### src/rtl/mwr_pkg.sv
package mwr_pkg;
    typedef enum logic [2:0] {
        ST_IDLE,
        ST_LEAD,
        ST_SOUT,
        ST_GAP,
        ST_SIN,
        ST_TAIL
    } mwr_state_e;
endpackage

### src/rtl/mwr_tick.sv
module mwr_tick #(
    parameter int HALF_CLKS = 4
) (
    input  logic clk,
    input  logic rst_n,
    input  logic run_i,
    output logic tick_o
);
    localparam int CW = (HALF_CLKS > 1) ? $clog2(HALF_CLKS) : 1;

    logic [CW-1:0] cnt_d, cnt_q;

    assign tick_o = run_i && (cnt_q == CW'(HALF_CLKS - 1));

    always_comb begin
        cnt_d = cnt_q + 1'b1;
        if (!run_i || tick_o) cnt_d = '0;
    end

    always_ff @(posedge clk or negedge rst_n) begin
        if (!rst_n) cnt_q <= '0;
        else        cnt_q <= cnt_d;
    end

    generate
        if (HALF_CLKS > 1) begin : g_spacing
            // two ticks are never adjacent when a half-period spans several clocks
            a_r2_tick_spacing: assert property (@(posedge clk) disable iff (!rst_n)
                tick_o |=> !tick_o);
        end
    endgenerate
endmodule

### src/rtl/mwr_seq.sv
module mwr_seq
    import mwr_pkg::*;
#(
    parameter int HALF_CLKS = 4,
    parameter int NWORDS    = 16,
    parameter int AW        = 6
) (
    input  logic          clk,
    input  logic          rst_n,
    input  logic          start_i,
    input  logic          tick_i,
    input  logic          do_i,
    output logic          busy_o,
    output logic          cs_o,
    output logic          sk_o,
    output logic          di_o,
    output logic          wr_o,
    output logic [AW-1:0] wr_word_o,
    output logic [15:0]   wr_data_o,
    output logic          fin_o
);
    localparam int OUTBITS = 4 + AW;
    localparam int CNTW    = $clog2((OUTBITS > 16) ? OUTBITS : 16);

    typedef struct packed {
        mwr_state_e         st;
        logic [CNTW-1:0]    cnt;
        logic               ph;
        logic [AW-1:0]      word;
        logic [OUTBITS-1:0] sh_out;
        logic [15:0]        sh_in;
        logic               cs;
        logic               sk;
        logic               di;
        logic               wr;
        logic               fin;
    } seq_t;

    seq_t q, n;

    always_comb begin
        n     = q;
        n.wr  = 1'b0;
        n.fin = 1'b0;
        case (q.st)
            ST_IDLE: begin
                if (start_i) begin
                    n.st   = ST_LEAD;
                    n.word = '0;
                end
            end
            ST_LEAD: begin
                if (tick_i) begin
                    n.st     = ST_SOUT;
                    n.cs     = 1'b1;
                    n.sk     = 1'b0;
                    n.ph     = 1'b0;
                    n.cnt    = '0;
                    n.sh_out = {4'b0110, q.word};
                    n.di     = 1'b0;
                end
            end
            ST_SOUT: begin
                if (tick_i) begin
                    if (!q.ph) begin
                        n.sk = 1'b1;
                        n.ph = 1'b1;
                    end else if (q.cnt == CNTW'(OUTBITS - 1)) begin
                        n.st = ST_GAP;
                        n.sk = 1'b0;
                        n.di = 1'b0;
                    end else begin
                        n.sk     = 1'b0;
                        n.ph     = 1'b0;
                        n.cnt    = q.cnt + 1'b1;
                        n.sh_out = q.sh_out << 1;
                        n.di     = q.sh_out[OUTBITS-2];
                    end
                end
            end
            ST_GAP: begin
                if (tick_i) begin
                    n.st  = ST_SIN;
                    n.sk  = 1'b1;
                    n.ph  = 1'b1;
                    n.cnt = '0;
                end
            end
            ST_SIN: begin
                if (tick_i) begin
                    if (q.ph) begin
                        n.sk = 1'b0;
                        n.ph = 1'b0;
                    end else begin
                        n.sh_in = {q.sh_in[14:0], do_i};
                        if (q.cnt == CNTW'(15)) begin
                            n.wr = 1'b1;
                            n.cs = 1'b0;
                            n.st = ST_TAIL;
                        end else begin
                            n.cnt = q.cnt + 1'b1;
                            n.sk  = 1'b1;
                            n.ph  = 1'b1;
                        end
                    end
                end
            end
            ST_TAIL: begin
                if (tick_i) begin
                    if (q.word == AW'(NWORDS - 1)) begin
                        n.st  = ST_IDLE;
                        n.fin = 1'b1;
                    end else begin
                        n.word = q.word + 1'b1;
                        n.st   = ST_LEAD;
                    end
                end
            end
            default: n.st = ST_IDLE;
        endcase
    end

    always_ff @(posedge clk or negedge rst_n) begin
        if (!rst_n) q <= '0;
        else        q <= n;
    end

    assign busy_o    = (q.st != ST_IDLE);
    assign cs_o      = q.cs;
    assign sk_o      = q.sk;
    assign di_o      = q.di;
    assign wr_o      = q.wr;
    assign wr_word_o = q.word;
    assign wr_data_o = q.sh_in;
    assign fin_o     = q.fin;

    // Support logic for the hold-time check: cycles since the control lines last moved.
    logic [2:0]  ctl_prev_q;
    logic [15:0] hold_q;
    always_ff @(posedge clk or negedge rst_n) begin
        if (!rst_n) begin
            ctl_prev_q <= '0;
            hold_q     <= '1;
        end else begin
            ctl_prev_q <= {q.cs, q.sk, q.di};
            if ({q.cs, q.sk, q.di} != ctl_prev_q) hold_q <= 16'd1;
            else if (hold_q != '1)                hold_q <= hold_q + 1'b1;
        end
    end

    a_r2_line_hold: assert property (@(posedge clk) disable iff (!rst_n)
        ({cs_o, sk_o, di_o} != ctl_prev_q) |-> (hold_q >= 16'(HALF_CLKS)));

    a_r3_cs_before_sk: assert property (@(posedge clk) disable iff (!rst_n)
        $rose(sk_o) |-> $past(cs_o));
endmodule

### src/rtl/mwr_check.sv
module mwr_check #(
    parameter int NBYTES = 32,
    parameter int AW     = 6,
    parameter int KEY_LO = 0,
    parameter int CK_IDX = 31,
    parameter int SA_IDX = 16
) (
    input  logic          clk,
    input  logic          rst_n,
    input  logic          wr_i,
    input  logic [AW-1:0] wr_word_i,
    input  logic [15:0]   wr_data_i,
    input  logic          fin_i,
    output logic          done_o,
    output logic          valid_o,
    output logic          err_o,
    output logic [47:0]   addr_o
);
    typedef struct packed {
        logic        done;
        logic        valid;
        logic        err;
        logic [47:0] addr;
    } res_t;

    res_t        q, n;
    logic [7:0]  mem_q [NBYTES];
    logic [7:0]  sum;
    logic [47:0] addr_c;

    always_ff @(posedge clk) begin
        if (wr_i) begin
            mem_q[2 * int'(wr_word_i)]     <= wr_data_i[15:8];
            mem_q[2 * int'(wr_word_i) + 1] <= wr_data_i[7:0];
        end
    end

    always_comb begin
        sum = '0;
        for (int i = KEY_LO; i < CK_IDX; i++) sum = sum ^ mem_q[i];
        for (int k = 0; k < 6; k++) addr_c[47 - 8*k -: 8] = mem_q[SA_IDX + k];
        n      = q;
        n.done = fin_i;
        if (fin_i) begin
            n.valid = (sum == mem_q[CK_IDX]);
            n.err   = (sum != mem_q[CK_IDX]);
            n.addr  = addr_c;
        end
    end

    always_ff @(posedge clk or negedge rst_n) begin
        if (!rst_n) q <= '0;
        else        q <= n;
    end

    assign done_o  = q.done;
    assign valid_o = q.valid;
    assign err_o   = q.err;
    assign addr_o  = q.addr;

    a_r6_flags_exclusive: assert property (@(posedge clk) disable iff (!rst_n)
        !(valid_o && err_o));

    a_r8_done_single: assert property (@(posedge clk) disable iff (!rst_n)
        done_o |=> !done_o);

    a_r8_result_held: assert property (@(posedge clk) disable iff (!rst_n)
        !done_o |-> ($stable(addr_o) && $stable(valid_o) && $stable(err_o)));
endmodule

### src/rtl/mwr_eeprom_reader.sv
module mwr_eeprom_reader #(
    parameter int HALF_CLKS = 4,
    parameter int NBYTES    = 32,
    parameter int AW        = 6,
    parameter int KEY_LO    = 0,
    parameter int CK_IDX    = 31,
    parameter int SA_IDX    = 16
) (
    input  logic        clk,
    input  logic        rst_n,
    input  logic        start_i,
    input  logic        mw_do_i,
    output logic        mw_cs_o,
    output logic        mw_sk_o,
    output logic        mw_di_o,
    output logic        busy_o,
    output logic        done_o,
    output logic        addr_valid_o,
    output logic        cksum_err_o,
    output logic [47:0] station_addr_o
);
    localparam int NWORDS = NBYTES / 2;

    logic          tick;
    logic          wr;
    logic [AW-1:0] wr_word;
    logic [15:0]   wr_data;
    logic          fin;

    mwr_tick #(.HALF_CLKS(HALF_CLKS)) u_tick (
        .clk    (clk),
        .rst_n  (rst_n),
        .run_i  (busy_o),
        .tick_o (tick)
    );

    mwr_seq #(.HALF_CLKS(HALF_CLKS), .NWORDS(NWORDS), .AW(AW)) u_seq (
        .clk       (clk),
        .rst_n     (rst_n),
        .start_i   (start_i),
        .tick_i    (tick),
        .do_i      (mw_do_i),
        .busy_o    (busy_o),
        .cs_o      (mw_cs_o),
        .sk_o      (mw_sk_o),
        .di_o      (mw_di_o),
        .wr_o      (wr),
        .wr_word_o (wr_word),
        .wr_data_o (wr_data),
        .fin_o     (fin)
    );

    mwr_check #(.NBYTES(NBYTES), .AW(AW), .KEY_LO(KEY_LO), .CK_IDX(CK_IDX),
                .SA_IDX(SA_IDX)) u_check (
        .clk       (clk),
        .rst_n     (rst_n),
        .wr_i      (wr),
        .wr_word_i (wr_word),
        .wr_data_i (wr_data),
        .fin_i     (fin),
        .done_o    (done_o),
        .valid_o   (addr_valid_o),
        .err_o     (cksum_err_o),
        .addr_o    (station_addr_o)
    );

    // a word is only committed when CS is being released
    a_r5_write_at_release: assert property (@(posedge clk) disable iff (!rst_n)
        wr |-> !mw_cs_o);
endmodule

### config.mk
export PLATFORM = sky130hd
export DESIGN_NAME = mwr_eeprom_reader
export DESIGN_NICKNAME = d
export VERILOG_FILES = /design/src/rtl/mwr_pkg.sv /design/src/rtl/mwr_tick.sv /design/src/rtl/mwr_seq.sv /design/src/rtl/mwr_check.sv /design/src/rtl/mwr_eeprom_reader.sv
export SDC_FILE = /design/constraint.sdc
export NUM_CORES = 1
export LEC_CHECK = 0
export ABC_AREA = 1
export CORE_MARGIN = 4
export CORE_UTILIZATION = 59
export CTS_CLUSTER_DIAMETER = 200
export DETAILED_ROUTE_END_ITERATION = 6
export PLACE_DENSITY_LB_ADDON = 0.15
export SLEW_MARGIN = 10
export SYNTH_ARGS = -nofsm -noshare
export SYNTH_HDL_FRONTEND = slang
export SYNTH_SLANG_ARGS = --single-unit
### constraint.sdc
create_clock -name clk -period 5.5 [get_ports clk]
set_clock_uncertainty 0.2 [all_clocks]
set_input_delay 1.65 -clock clk [delete_from_list [all_inputs] [get_ports clk]]
set_output_delay 1.65 -clock clk [all_outputs]
set_load 0.05 [all_outputs]
* Word-level counts from Yosys, hierarchy flattened
Memory sizes are Yosys's and may differ from the RTL's.
Index checks and enable logic that the tools add are counted.
** Operators by class
- Bitwise logic cells :: 31
- Magnitude comparators :: 0
- Multiplexer cells :: 50
- $add $sub $neg :: 4
- $mul :: 0
- Equal/unequal tests :: 25
- Div/mod/pow operators :: 0
- Reductions and logical operators :: 18
- Shift-type cells :: 0
** Operators with widths (count)
- $xor A8 B8 Y8 :: 30
- $mux W9 :: 4
- $mux W8 :: 4
- $mux W1 :: 20
- $ne A2 B2 Y1 const B :: 10
- $pmux W5 S4 :: 1
- $mux W6 :: 3
- $pmux W3 S6 :: 1
- $pmux W9 S2 :: 1
- $mux W3 :: 5
- $reduce_and A5 Y1 :: 3
- $mux W7 :: 2
- $pmux W6 S2 :: 1
- $mux W5 :: 2
- $reduce_and A10 Y1 :: 1
- $reduce_and A9 Y1 :: 1
- $eq A4 B4 Y1 const B :: 2
- $eq A8 B8 Y1 :: 1
- $ne A8 B8 Y1 :: 1
- $reduce_and A4 Y1 :: 2
- $add A6 B1 Y6 const B :: 1
- $eq A3 B2 Y1 const B :: 2
- $eq A3 B3 Y1 const B :: 2
- $eq A6 B4 Y1 const B :: 1
- 20 further kinds :: 27
** Word-level totals
- Output and inout port bits :: 55
- Memory bits (read-only) :: 0
- Bits in writable memories :: 256
- Input port bits :: 4
- Word-level logic and storage cells :: 145
- Memories :: 1
- Latch bits :: 0
- Register bits :: 97
** Memories
- u_check.mem_q :: words 32, bits a word 8, read ports 32, clocked after Yosys merged registers in 0, wr ports 2, RTL line mwr_check.sv:27 : logic [7:0] mem_q [NBYTES];

* Logic depth before layout (Yosys ltp)
Gate-level depths: netlist of the first run.
An unclocked memory read counts as a cell.
- Word-level depth :: 32
- Gate-level depth with buffers :: 19
- Mapped depth without buffers :: 19

* Modules after synthesis
Synthesis of the first run repeated with hierarchy kept, for this count alone.
** Second synthesis, totals
- Cells, all modules :: 1565
- Area total of the unflattened synthesis :: 15880.2 sq um
** Modules (own cells, without submodules)
- mwr_check :: cells each 1249, area an instance 13407.9 sq um, seq. area each 8963.6 sq um, times used 1
- mwr_seq :: cells each 306, area an instance 2383.5 sq um, seq. area each 1101.1 sq um, times used 1
- mwr_tick :: cells each 10, area an instance 88.8 sq um, seq. area each 50.0 sq um, times used 1

* Worst setup path before layout of the first run
Ideal clock, no wire load.
- Kind :: in2reg
- Start point :: input start_i
- End point :: register u_seq.q[43] in the netlist's numbering
- Buffers on the path :: 0
- Setup time :: 0.128 ns
- Stages on the path :: 4
- Arrival time :: 2.468 ns
- Path slack :: 2.704 ns
- Cells stage by stage :: inv_1 -> a221oi_1 -> nand3_2 -> mux2_1
** On the way
- Longest elaborated chain between the ends :: 2
** Ends and longest elaborated chain
- start: declaration :: RTL line mwr_eeprom_reader.sv:11 : input logic start_i,
- $ne A2 B2 Y1 (no source line)
- $reduce_and A10 Y1 (no source line)
- end signal: assignment :: RTL line mwr_seq.sv:125 : else q <= n;
- end: declaration :: RTL line mwr_seq.sv:39 : seq_t q, n;
No other way between the ends.
A chain may end at the register's enable or synchronous reset.

* Worst setup path after layout of the first run
- Start point :: register u_seq.q[43] in the netlist's numbering
- End point :: output busy_o
** On the way
- Longest elaborated chain between the ends :: 1
** Ends and longest elaborated chain
- $reduce_bool A3 Y1 :: RTL line mwr_seq.sv:128 : assign busy_o = (q.st != ST_IDLE);
- end: declaration :: RTL line mwr_eeprom_reader.sv:16 : output logic busy_o,
No other way between the ends.

==> results of run 1 <==
==> per-stage QoR <==
stage	setup WS (ns)	hold WS (ns)	instance area, um2
after floorplan	2.70	0.209	15400
after global placement	2.10	0.219	16400
after detailed placement	2.10	0.236	16400
after CTS	1.54	0.242	17600
after global routing	1.47	0.260	17600
final	1.56	0.239	17600
==> flip-flops by register name (all words and copies together), names as in the netlist, 2 cells and up <==
register / count
u_seq.wr_data_o: 16
u_check.addr_o: 48
u_seq.q: 17
u_tick.cnt_q: 2
u_seq.wr_word_o: 6
u_check.mem_q: 256
==> cell type report <==
class	count	area, um2	share of cell area [%]
sequential	353	10100	57.4
clock inverter	11	106	0.604
tap	330	413	2.34
inverter	188	707	4.01
timing repair buffer	76	713	4.05
multi-input combinational	880	4480	25.4
clock buffer	53	1090	6.17
==> worst max-delay path, stage by stage, from the launching register on <==
cell	delay, ns
sky130_fd_sc_hd__dfrtp_1	0.44
sky130_fd_sc_hd__nor2_2	0.14
sky130_fd_sc_hd__inv_2	0.06
sky130_fd_sc_hd__nor2_2	0.15
sky130_fd_sc_hd__inv_2	0.08
sky130_fd_sc_hd__clkdlybuf4s50_1	0.70
==> cells by family after synthesis <==
group / synth area share [%]
flops: 65.9
xor+xnor: 7.70
buf+inv: 5.02
simple gates: 18.0
fa+ha+maj: 0.326
mux: 0.0733
compound gates: 3.03
==> per-layer routing <==
layer	part of all wire (%)	up-vias	global-route usage, %
li1	-	4850	-
met1	42	4667	27.1
met2	50	212	37.5
met3	5.9	61	4.45
met4	2.3	0	6.06
met5	0	-	0
==> worst max path at each step <==
stage / slack, ns / endpoint / from / depth (start not counted)
global placement: 2.10 / busy_o / u_seq.q[42] / 5
global route: 1.47 / busy_o / u_seq.q[43] / 5
finish: 1.56 / busy_o / u_seq.q[43] / 5
floorplan: 2.70 / u_seq.q[43] / start_i / 4
CTS: 1.54 / busy_o / u_seq.q[43] / 5
detailed placement: 2.10 / busy_o / u_seq.q[43] / 5
==> power by group <==
part,switching (mW),internal [mW]
Clock,0.962,1.46
Sequential,0.0146,2.84
Combinational,0.0163,0.00328
==> cell usage in the layout (no fill, tap or decap), types with 4 or more instances in the layout <==
cell and instances:
sky130_fd_sc_hd__xnor2_1 72, sky130_fd_sc_hd__a21oi_1 15, sky130_fd_sc_hd__clkinv_2 4, sky130_fd_sc_hd__clkinv_1 4, sky130_fd_sc_hd__nor2_2 9, sky130_fd_sc_hd__clkbuf_8 8, sky130_fd_sc_hd__nor3_1 6, sky130_fd_sc_hd__inv_2 13
sky130_fd_sc_hd__edfxtp_1 256, sky130_fd_sc_hd__o21ai_1 8, sky130_fd_sc_hd__clkbuf_1 7, sky130_fd_sc_hd__dfrtp_1 97, sky130_fd_sc_hd__buf_4 19, sky130_fd_sc_hd__nand2_1 474, sky130_fd_sc_hd__or2_1 4, sky130_fd_sc_hd__nand3b_1 19
sky130_fd_sc_hd__ha_1 4, sky130_fd_sc_hd__o211ai_1 5, sky130_fd_sc_hd__inv_1 174, sky130_fd_sc_hd__xor2_1 63, sky130_fd_sc_hd__o21ai_0 44, sky130_fd_sc_hd__nor2_1 47, sky130_fd_sc_hd__clkdlybuf4s50_1 57, sky130_fd_sc_hd__nand3_1 82
sky130_fd_sc_hd__clkbuf_16 38
==> results.rst, run 1 <==
.. list-table::
   :header-rows: 1

   * - Metric
     - Value
   * - Top Ports
     - 59
   * - Maximum number of pins on one net before global-route repair
     - 69
   * - Die X
     - 169 um
   * - Maximum clock rate
     - 254 MHz
   * - Detailed-route via count
     - 9,790
   * - Number of global-route vias before repair
     - 9,677
   * - Antenna Violating Nets Remaining
     - 0
   * - Max IR drop VDD
     - 0.232 mV
   * - Number of synthesized flops with an enable pin
     - 256
   * - Number of nets in the final layout
     - 1,544
   * - Most used DFF post-synth
     - sky130_fd_sc_hd__edfxtp_1
   * - Total congestion overflow after global routing
     - 0
   * - Most frequent cell after synthesis
     - sky130_fd_sc_hd__nand2_1
   * - Startpoint class of the critical path
     - flop
   * - Layout overhead on the synthesized area
     - 14.7%
   * - Required time of the critical path
     - 3.65 ns
   * - Slew of the pin with the lowest slew margin
     - 1.14 ns
   * - Post-CTS setup buffers
     - 0
   * - Core region area
     - 25,400 um2
   * - Number of vias per cell after detailed routing
     - 5.18
   * - Sink Count
     - 353
   * - FF+latch count, synth
     - 353
   * - Worst Hold Launch
     - u_tick.cnt_q[0]
   * - Yosys top cell by area
     - sky130_fd_sc_hd__edfxtp_1
   * - Unrepaired setup endpoints after global routing
     - false
   * - Leakage
     - 7.48 nW
   * - Netlist Area Pre-Place
     - 15,400 um2
   * - Most used standard cells in the synthesized netlist
     - sky130_fd_sc_hd__nand2_1 (474), sky130_fd_sc_hd__edfxtp_1 (256), sky130_fd_sc_hd__inv_1 (175)
   * - TritonCTS clock tree
     - done
   * - Iteration count of the initial detailed-routing pass
     - 5
   * - Number of fillers in the final layout
     - 1,760
   * - Number of rows in the core area
     - 58
   * - First-pass GRT wire length
     - 48.1 mm
   * - GRT Resource Usage Total
     - 21.3%
   * - # resized after CTS
     - 0
   * - Sequential share of the synthesized area
     - 65.9%
   * - Number of diodes
     - 0
   * - Clock buffer count from CTS
     - 37
   * - Antenna violations before repair
     - 0
   * - Starting density of the core
     - 60.5%
   * - Setup crit end kind
     - primary output
   * - Distinct cell type count after synthesis
     - 42
   * - Post-Route Utilization
     - 69.4%
   * - Routability-driven placement congestion ratio
     - 0.800
   * - Final-report max-slew violation count
     - 0
   * - Worst setup path category
     - flop to primary output
   * - Critical-path maximum fanout
     - 5
   * - DRC Markers
     - 0
   * - Routed wire length
     - 29.6 mm
   * - Status
     - finished clean
   * - End point of the most critical hold path
     - u_tick.cnt_q[0]
   * - Final setup violation count
     - 0
   * - End of the worst register-to-register path
     - u_seq.cs_o
   * - Worst reg2reg setup slack
     - 2.99 ns
   * - Post-CTS Hold Fix Bufs
     - 0
   * - Number of instances in the placed design
     - 1,827
   * - CTS root buffer
     - sky130_fd_sc_hd__clkbuf_16
   * - Worst reg2reg path startpoint
     - u_seq.q[43]
   * - Fin Setup TNS
     - 0 ns
   * - Post-Syn Area per Cell
     - 10.7 um2
   * - DRC marker count from the first detailed-route iteration
     - 691
   * - R2R cell count
     - 6
   * - CTS H-Tree Depth
     - 2
   * - Final critical-path share of the clock period
     - 71.6%
   * - Chip Height
     - 169 um
   * - Instance count of the mapped netlist
     - 1,436
   * - Class of the most critical hold timing path
     - flop to flop
   * - Fraction of synthesis flops using an asynchronous set or reset pin
     - 27.5%
   * - Post-synth top area share
     - 50.1%
   * - Worst Hold Path Cells
     - 1
   * - Register clock-pin slew on the reported worst setup and hold paths
     - 0.06 ns
   * - Power density cells
     - 301 nW/um2
   * - Count of input and output buffers
     - 58
   * - Leading cell types by total area after synthesis
     - sky130_fd_sc_hd__edfxtp_1 (50%), sky130_fd_sc_hd__dfrtp_1 (16%), sky130_fd_sc_hd__nand2_1 (12%)
   * - Critical path data arrival time
     - 2.09 ns
   * - Fin cells
     - 1,891
   * - Maximum capacitance violations
     - 0
   * - Detailed-placement wirelength estimate
     - 19.0 mm
   * - Share of cells above drive strength 1
     - 6.98%
   * - Mapped Nets
     - 1,444
   * - Final-report hold violation count
     - 0
   * - Clock insertion delay at the later pin of the skew report
     - 0.51 ns
   * - Routed len/inst
     - 15.7 um
   * - Die outline area
     - 28,700 um2
   * - Relative slew margins
     - 24.3%
   * - Number of warnings reported in the yosys synthesis log
     - 0
   * - Final worst path period need
     - 3.94 ns
   * - Number of buffers on the longest clock path
     - 3
   * - Total power after layout
     - 5.30 mW
Note: power is estimated with default switching activity, not from simulation.
==> run 2, diff against run 1 <==
Settings changed: CORE_UTILIZATION 59 to 55.
Clock period 5.5 ns to 3.6 ns, I/O delays scaled along.
==> run 2 against run 1 <==
Net effect: clock power increased by 59%; critical path depth unchanged; cell count increased by 2.6%; global-route usage decreased by 1.3 points; sequential share of layout area decreased by 0.59 points; routed wire length increased by 1.2%; design area increased by 1.0%; highest routed layer unchanged.
==> results.rst, run 2 (synthesis results as in run 1) <==
.. list-table::
   :header-rows: 1

   * - Metric
     - Value
   * - Maximum clock rate
     - 298 MHz
   * - Top reg by flops
     - u_check.mem_q
   * - Clock buffer count from CTS
     - 37
   * - Number of diodes
     - 0
   * - Layout overhead on the synthesized area
     - 15.9%
   * - TritonCTS clock tree
     - done
   * - Starting density of the core
     - 56.5%
   * - Final setup violation count
     - 0
   * - Leakage
     - 7.55 nW
   * - Total congestion overflow after global routing
     - 0
   * - Top Ports
     - 59
   * - Final-report max-slew violation count
     - 0
   * - Clock insertion delay at the later pin of the skew report
     - 0.50 ns
   * - Number of fillers in the final layout
     - 2,057
   * - Share of cells above drive strength 1
     - 7.53%
   * - Setup crit end kind
     - primary output
   * - Unrepaired setup endpoints after global routing
     - false
   * - Post-CTS setup buffers
     - 0
   * - Class of the most critical hold timing path
     - flop to flop
   * - Number of rows in the core area
     - 60
   * - Final critical-path share of the clock period
     - 93.4%
   * - Number of buffers on the longest clock path
     - 3
   * - Worst setup path category
     - flop to primary output
   * - Fin Setup TNS
     - 0 ns
   * - GRT Resource Usage Total
     - 20.0%
   * - Routability-driven placement congestion ratio
     - 0.799
   * - Core region area
     - 27,200 um2
   * - Die outline area
     - 30,700 um2
   * - Final WS setup
     - 0.239 ns
   * - Die X
     - 175 um
   * - Relative slew margins
     - 36.4%
   * - Antenna Violating Nets Remaining
     - 0
   * - Sink Count
     - 353
   * - First-pass GRT wire length
     - 48.7 mm
   * - Routed len/inst
     - 15.4 um
   * - CTS H-Tree Depth
     - 2
   * - Leading cell type in the layout, fill and taps excluded
     - sky130_fd_sc_hd__nand2_1
   * - Maximum number of pins on one net before global-route repair
     - 58
   * - Detailed-placement wirelength estimate
     - 19.5 mm
   * - Critical path data arrival time
     - 2.08 ns
   * - DRC marker count from the first detailed-route iteration
     - 610
   * - Startpoint class of the critical path
     - flop
   * - Number of vias per cell after detailed routing
     - 5.01
   * - DRC Markers
     - 0
   * - Count of input and output buffers
     - 58
   * - Pre-CTS setup slack
     - 0.765 ns
   * - Slew of the pin with the lowest slew margin
     - 0.954 ns
   * - Number of nets in the final layout
     - 1,550
   * - Most frequent cells in the layout
     - sky130_fd_sc_hd__nand2_1 (474), sky130_fd_sc_hd__edfxtp_1 (256), sky130_fd_sc_hd__inv_1 (174)
   * - Power density cells
     - 464 nW/um2
   * - Detailed-route via count
     - 9,717
   * - Register clock-pin slew on the reported worst setup and hold paths
     - 0.06 ns
   * - Max reg flops
     - 256
   * - Chip Height
     - 175 um
   * - Max IR drop VDD
     - 0.335 mV
   * - Routed wire length
     - 30.0 mm
   * - Iteration count of the initial detailed-routing pass
     - 5
   * - Number of global-route vias before repair
     - 9,666
   * - Required time of the critical path
     - 2.32 ns
   * - Final worst path period need
     - 3.36 ns
   * - Critical-path maximum fanout
     - 5
   * - # resized after CTS
     - 0
   * - Status
     - finished clean
   * - Maximum capacitance violations
     - 0
   * - Final-report hold violation count
     - 0
   * - Post-CTS Hold Fix Bufs
     - 0
   * - CTS root buffer
     - sky130_fd_sc_hd__clkbuf_16
   * - Antenna violations before repair
     - 0
## run 2: cell types whose count changed in the layout (fill, tap and decap cells not counted), moves of 2 or more
cell                        previous run  this run
sky130_fd_sc_hd__bufinv_16             2         5
sky130_fd_sc_hd__clkinv_1              4         2
sky130_fd_sc_hd__buf_12                0         2
sky130_fd_sc_hd__clkbuf_8              8         1
sky130_fd_sc_hd__buf_4                19        23
sky130_fd_sc_hd__clkbuf_16            38        40
sky130_fd_sc_hd__clkinv_2              4        10
## run 2: where the power goes
| part | total, mW | switching, mW | internal [mW] |
|---|---|---|---|
| logic | 0.0322 | 0.0256 | 0.00654 |
| clock network | 3.87 | 1.47 | 2.40 |
| registers | 4.37 | 0.0214 | 4.34 |
| total | 8.27 | 1.52 | 6.75 |
## run 2: final timing paths
check / start / end / slack [ns] / cells past startpoint
setup / recovery: u_seq.q[43] / busy_o / 0.24 / 5
hold / removal: u_tick.cnt_q[0] / u_tick.cnt_q[0] / 0.23 / 1
setup reg to reg: u_check.mem_q[19][1] / u_check.err_o / 1.27 / 18
hold reg to reg: u_tick.cnt_q[0] / u_tick.cnt_q[0] / 0.23 / 1
max in group asynchronous: rst_n / u_seq.wr_word_o[4] / 2.03 / 2
min in group asynchronous: rst_n / u_check.addr_o[26] / 0.46 / 1
## run 2: area by class of cell
| cell class | instances | area (um2) | share of cell area, % |
|---|---|---|---|
| sequential | 353 | 10100 | 56.8 |
| multi-input combinational | 880 | 4480 | 25.2 |
| clock inverter | 16 | 203 | 1.14 |
| inverter | 188 | 707 | 3.97 |
| tap | 372 | 465 | 2.61 |
| clock buffer | 49 | 1040 | 5.87 |
| timing repair buffer | 82 | 783 | 4.40 |
## run 2: worst max-delay path, cell delays in order, from the launching register on
cell	delay (ns)
sky130_fd_sc_hd__dfrtp_1	0.44
sky130_fd_sc_hd__nor2_2	0.14
sky130_fd_sc_hd__inv_2	0.06
sky130_fd_sc_hd__nor2_2	0.15
sky130_fd_sc_hd__inv_2	0.08
sky130_fd_sc_hd__clkdlybuf4s50_1	0.70
## run 2: per-stage QoR
step	instance area [um2]	util, %	hold slack (ns)	instances	total power, mW
after floorplan	15400	-	0.209	1436	4.44
final	17800	65.5	0.235	1940	8.27
after global placement	16600	60.9	0.221	1875	4.48
after detailed placement	16600	60.9	0.234	1875	4.48
after CTS	17800	65.5	0.241	1940	8.35
after global routing	17800	65.5	0.273	1940	8.55
## run 2: routing by layer
metal	up-vias	part of all wire [%]	global-route usage, %
met2	187	49	35.0
met3	46	4.6	3.12
met5	-	0	0
li1	4876	-	-
met4	0	2.2	5.27
met1	4608	45	26.4
